$ cat config.mk
export PLATFORM = sky130hd
export DESIGN_NAME = addr_tenure_ctrl
export DESIGN_NICKNAME = d
export VERILOG_FILES = /design/src/rtl/atc_pkg.sv /design/src/rtl/atc_addr_form.sv /design/src/rtl/atc_seq.sv /design/src/rtl/atc_drive.sv /design/src/rtl/addr_tenure_ctrl.sv
export SDC_FILE = /design/constraint.sdc
export NUM_CORES = 1
export LEC_CHECK = 0
export CAP_MARGIN = 20
export CORE_MARGIN = 2
export CORE_UTILIZATION = 33
export DETAILED_ROUTE_END_ITERATION = 16
export PLACE_DENSITY = 0.76
export REMOVE_ABC_BUFFERS = 1
export SLEW_MARGIN = 20
export SYNTH_ARGS = -nofsm -noshare
export SYNTH_HDL_FRONTEND = slang
export SYNTH_SLANG_ARGS = --single-unit
$ cat constraint.sdc
create_clock -name clk -period 1.79 [get_ports clk]
set_input_delay 0.179 -clock clk [delete_from_list [all_inputs] [get_ports clk]]
set_output_delay 0.179 -clock clk [all_outputs]
set_load 0.01 [all_outputs]
$ cat src/rtl/atc_pkg.sv
// Shared types for the address tenure controller.
// Assumes: two-state tenure machine; the data phase is handled elsewhere.
package atc_pkg;
    typedef enum logic [0:0] {
        ATC_IDLE   = 1'b0,
        ATC_TENURE = 1'b1
    } atc_state_e;
endpackage

$ cat src/rtl/atc_addr_form.sv
// Forms the address presented on the bus from a request.
// Burst reads are cut down to the critical double word, burst writes to the
// start of the cache line, single beats pass unchanged.
// Assumes DW_BYTES and LINE_BYTES are powers of two with LINE_BYTES >= DW_BYTES.
module atc_addr_form #(
    parameter int ADDR_W     = 32,
    parameter int DW_BYTES   = 8,
    parameter int LINE_BYTES = 32
) (
    input  logic [ADDR_W-1:0] addr_in,
    input  logic              is_write,
    input  logic              is_burst,
    output logic [ADDR_W-1:0] addr_formed
);
    localparam int DW_LSB   = $clog2(DW_BYTES);
    localparam int LINE_LSB = $clog2(LINE_BYTES);
    localparam logic [ADDR_W-1:0] DW_MASK   = ~((ADDR_W'(1) << DW_LSB) - ADDR_W'(1));
    localparam logic [ADDR_W-1:0] LINE_MASK = ~((ADDR_W'(1) << LINE_LSB) - ADDR_W'(1));

    // Purpose: choose the alignment that matches the transfer kind.
    always_comb begin
        if (!is_burst)
            addr_formed = addr_in;
        else if (is_write)
            addr_formed = addr_in & LINE_MASK;
        else
            addr_formed = addr_in & DW_MASK;
    end
endmodule

$ cat src/rtl/atc_seq.sv
// Tenure sequencer: qualifies grants, pulses the start strobe and holds the
// tenure open until the address acknowledge is sampled.
// Assumes the requester holds req_valid until it sees xfer_start.
module atc_seq
    import atc_pkg::*;
(
    input  logic clk,
    input  logic rst_n,
    input  logic req_valid,
    input  logic bus_grant,
    input  logic addr_ack,
    output logic load,
    output logic in_tenure,
    output logic start
);
    atc_state_e state_q;
    logic       start_q;

    assign load      = req_valid && bus_grant && (state_q == ATC_IDLE);
    assign in_tenure = (state_q == ATC_TENURE);
    assign start     = start_q;

    // Purpose: advance the tenure state and generate the one-cycle strobe.
    always_ff @(posedge clk) begin
        if (!rst_n) begin
            state_q <= ATC_IDLE;
            start_q <= 1'b0;
        end else begin
            start_q <= load;
            case (state_q)
                ATC_IDLE:   if (load) state_q <= ATC_TENURE;
                ATC_TENURE: if (addr_ack) state_q <= ATC_IDLE;
                default:    state_q <= ATC_IDLE;
            endcase
        end
    end
endmodule

$ cat src/rtl/atc_drive.sv
// Address pin driver: captures the formed address and applies the selected
// output mode. In release mode the pins read zero when not driven so that
// they can be ORed with other drivers.
// Assumes oe is high exactly while a tenure is open.
module atc_drive #(
    parameter int ADDR_W = 32
) (
    input  logic              clk,
    input  logic              rst_n,
    input  logic              load,
    input  logic [ADDR_W-1:0] addr_in,
    input  logic              oe,
    input  logic              hiz_en,
    output logic [ADDR_W-1:0] pin_addr,
    output logic [ADDR_W-1:0] pin_drive_en,
    output logic              released
);
    logic [ADDR_W-1:0] addr_q;
    logic              driving;

    // Purpose: hold the address of the current or most recent tenure.
    always_ff @(posedge clk) begin
        if (!rst_n)
            addr_q <= '0;
        else if (load)
            addr_q <= addr_in;
    end

    assign driving  = oe || !hiz_en;
    assign released = !driving;

    for (genvar b = 0; b < ADDR_W; b++) begin : g_pin
        assign pin_drive_en[b] = driving;
        assign pin_addr[b]     = addr_q[b] & driving;
    end
endmodule

$ cat src/rtl/addr_tenure_ctrl.sv
// Top of the bus master address tenure controller.
// Assumes a single outstanding address tenure and a synchronous active-low reset.
module addr_tenure_ctrl #(
    parameter int ADDR_W     = 32,
    parameter int DW_BYTES   = 8,
    parameter int LINE_BYTES = 32
) (
    input  logic              clk,
    input  logic              rst_n,
    input  logic              req_valid,
    input  logic [ADDR_W-1:0] req_addr,
    input  logic              req_write,
    input  logic              req_burst,
    input  logic              bus_grant,
    input  logic              addr_ack,
    input  logic              hiz_en,
    output logic [ADDR_W-1:0] addr_out,
    output logic [ADDR_W-1:0] addr_drive_en,
    output logic              addr_oe,
    output logic              xfer_start,
    output logic              addr_busy,
    output logic              addr_tristate
);
    logic [ADDR_W-1:0] formed;
    logic              load;
    logic              in_tenure;

    atc_addr_form #(
        .ADDR_W(ADDR_W), .DW_BYTES(DW_BYTES), .LINE_BYTES(LINE_BYTES)
    ) u_form (
        .addr_in(req_addr), .is_write(req_write), .is_burst(req_burst),
        .addr_formed(formed)
    );

    atc_seq u_seq (
        .clk(clk), .rst_n(rst_n), .req_valid(req_valid), .bus_grant(bus_grant),
        .addr_ack(addr_ack), .load(load), .in_tenure(in_tenure), .start(xfer_start)
    );

    atc_drive #(.ADDR_W(ADDR_W)) u_drive (
        .clk(clk), .rst_n(rst_n), .load(load), .addr_in(formed), .oe(in_tenure),
        .hiz_en(hiz_en), .pin_addr(addr_out), .pin_drive_en(addr_drive_en),
        .released(addr_tristate)
    );

    assign addr_oe   = in_tenure;
    assign addr_busy = in_tenure;
endmodule

==> impl_results.md, run 1 <==
* Status: finished clean
* Gr usage total at about 14%
* Final net count at 332
* Final GP Congestion at roughly 0.7
* Fin Clk Skew at between 0.004 and 0.005 ns
* Count of cell types in the netlist at 17
* N_diodes at 0
* TritonCTS clock tree: yes
* Critical Path AT at 1.52 ns
* Post-Synthesis Cells at 221
* First drt pass iteration count at 5
* CP max FO at 18
* Area growth syn-to-layout at 57.1%
* Die width at approximately 76 um
* Clk root buf: clkbuf_8
* Fin crit period at between 1.5 and 2 ns
* Cells after DPL at approximately 350
* Clock Path Buffers at 2
* # IOs at ~110
* Slew headroom at slightly below 80%
* Initial core utilization at 33.9%
* Depth of the CTS H-tree at 2
* Gr ovfl total at 0
* Final hold violations at 0
* Startpoint types: register
* Die Ht at 76.0 um
* Vias per cell at between 4 and 5
* Slew @ Worst Pin at 0.327 ns
* Port Buf Inserts at between 100 and 150
* Via count of the routed design at 1584
* Die area at between 5000 and 6000 um^2
* Wire length on met3 at slightly below 400 um
* RSZ-0062 raised after global routing: false
* Max-Cap Viols at 0
* Met2 routed WL at 1880 um
* Fin cells at about 360
* TNS Setup at 0 ns
* Core area at roughly 5000 um^2
* CP max stage delay at ~0.52 ns
* Kind of cell adding the most delay to the critical path: buffers and inverters
* Initial antenna violation count at 0
* Fin. max-slew vios at 0
* PnR Total Power at around 1.8 mW
* Commonest non-fill, non-tap cell in the layout: dlygate4sd2_1
* Final cycle utilization of the critical path at 94.9%
* Met1 wire length at 1630 um
* Worst skew pair latency at ~0.28 ns
* # DRC at 0
* CP Capture Type: output port
* #FFs+latches synth at 34
* Max rail drop VDD at 0.000346 V
* ANT nets after route at 0
* Drt total wl at ~3900 um
* Mean post-synth cell area at just under 8 um^2
* Final instance area at about 2700 um^2
* Largest net degree at the start of global routing at 35
* Clock Sinks at 34
* P per Cell Area at 688 nW/um^2
* Vias in the first global route at approximately 1.5k
* Synth warn at 0
* Worst-path cell chain: nand2b_4 -> buf_8 -> inv_1 -> clkdlybuf4s50_1
* Detail Placement HPWL at roughly 2800 um
* Crit path kind: register to output port
* Worst-path clk slew at around 0.07 ns
* Most frequent cells in the layout: dlygate4sd2_1 (55), clkdlybuf4s50_1 (51), nand3_1 (33), dfxtp_1 (33), and2_1 (32)
* Hold WC Path Type: primary input to register
* Starting DRT DRC Count at 38
* Placed inst area at between 2000 and 3000 um^2
* Post-layout util at between 50 and 60%
* Final setup viols at 0
* WP buf/inv at 3
* Sequential fraction of the synthesis area at roughly 40%
* Proportion of layout cells with a drive suffix above 1 at ~6.5%
* Static leakage at ~1.2 nW
* Post-CTS Repair Setup Buffers at 0
* Fmax at between 500 and 600 MHz
* Post-synthesis cell area at around 1700 um^2
* Routed len/inst at 10.8 um
* CTS buffer count at 5
* Crit path max-delay cell type: clkdlybuf4s50_1
* First-pass GRT wire length at approximately 6600 um
* Row Count at 26
* Highest metal used: met4
* Worst EP required at 1.61 ns
flip-flops by register name, summed over array words and instances (netlist names):
register,flops
u_seq.start,1
u_seq.in_tenure,1
u_drive.addr_q,32
cell type report:
| cell class | instances | area, um^2 |
|---|---|---|
| flip-flops and latches | 34 | 682 |
| fillers | 495 | 2350 |
| well taps | 70 | 87.6 |
| multi-input cells | 135 | 706 |
| clock buffers | 8 | 110 |
| repair buffers | 114 | 1090 |
| inverters | 2 | 7.51 |
metrics by stage:
stage / setup WS (ns) / hold slack, ns
after floorplan: -1.96 / 0.318
after global placement: -0.00567 / 0.435
after detailed placement: -0.0243 / 0.451
after CTS: 0.0567 / 0.232
after global routing: 0.0180 / 0.254
final: 0.0917 / 0.247
cell usage after synthesis (all sizes together):
cell    number  area share [%]
a21oi        2            0.59
and2        32              12
buf         41              17
clkbuf       9             2.0
dfxtp       34              40
inv          2            0.44
nand2       31             6.8
nand2b       2            0.73
nand3       33             9.7
nand3b       1             1.2
nor2         1            0.22
nor2b        1            0.37
o21ai       31             9.1
or3b         1            0.51
routing by layer:
layer  vias to the layer above  global-route usage (%)
li1                        823                       -
met1                       685                    15.4
met2                        74                    24.1
met3                         2                    4.38
met4                         0                    5.45
met5                         -                       0
worst reg2reg max path, cell delays in order (launching register included):
cell      delay (ns)
dfxtp_2         0.36
nand3b_4        0.15
buf_4           0.28
nand2_1         0.09
a21oi_1         0.13
cell families after synthesis:
kind of cell / share of synthesized area (%)
flops: 39.8
simple gates: 31.2
compound gates: 9.66
buf+inv: 19.4
what timing repair did:
item                                    in CTS  in global routing
endpoints found under the hold margin        0                  0
endpoints found under the setup margin      65                  0
gates resized for setup                     59                  0
hold buffers                                 0                  0
worst paths after layout:
| check | endpoint | cells past startpoint | startpoint | slack (ns) |
|---|---|---|---|---|
| max | addr_tristate | 4 | u_seq.in_tenure | 0.09 |
| min | u_drive.addr_q[19] | 3 | rst_n | 0.25 |
| max reg2reg | u_drive.addr_q[0] | 4 | u_seq.in_tenure | 0.73 |
| min reg2reg | u_drive.addr_q[0] | 2 | u_drive.addr_q[0] | 0.46 |
where the power goes:
part	internal, mW	switching [mW]	leakage [nW]
Sequential	0.793	0.0160	0.278
Clock	0.388	0.257	0.0575
Combinational	0.224	0.171	0.896
No activity file was read; power rests on OpenSTA's default activity.
==> run 2: changes to the inputs <==
- CTS_CLUSTER_DIAMETER: unset -> 100
- HOLD_SLACK_MARGIN: unset -> 0.1
==> results of run 2 <==
The final DEF is identical to that of run 1; final timing and power are the same.
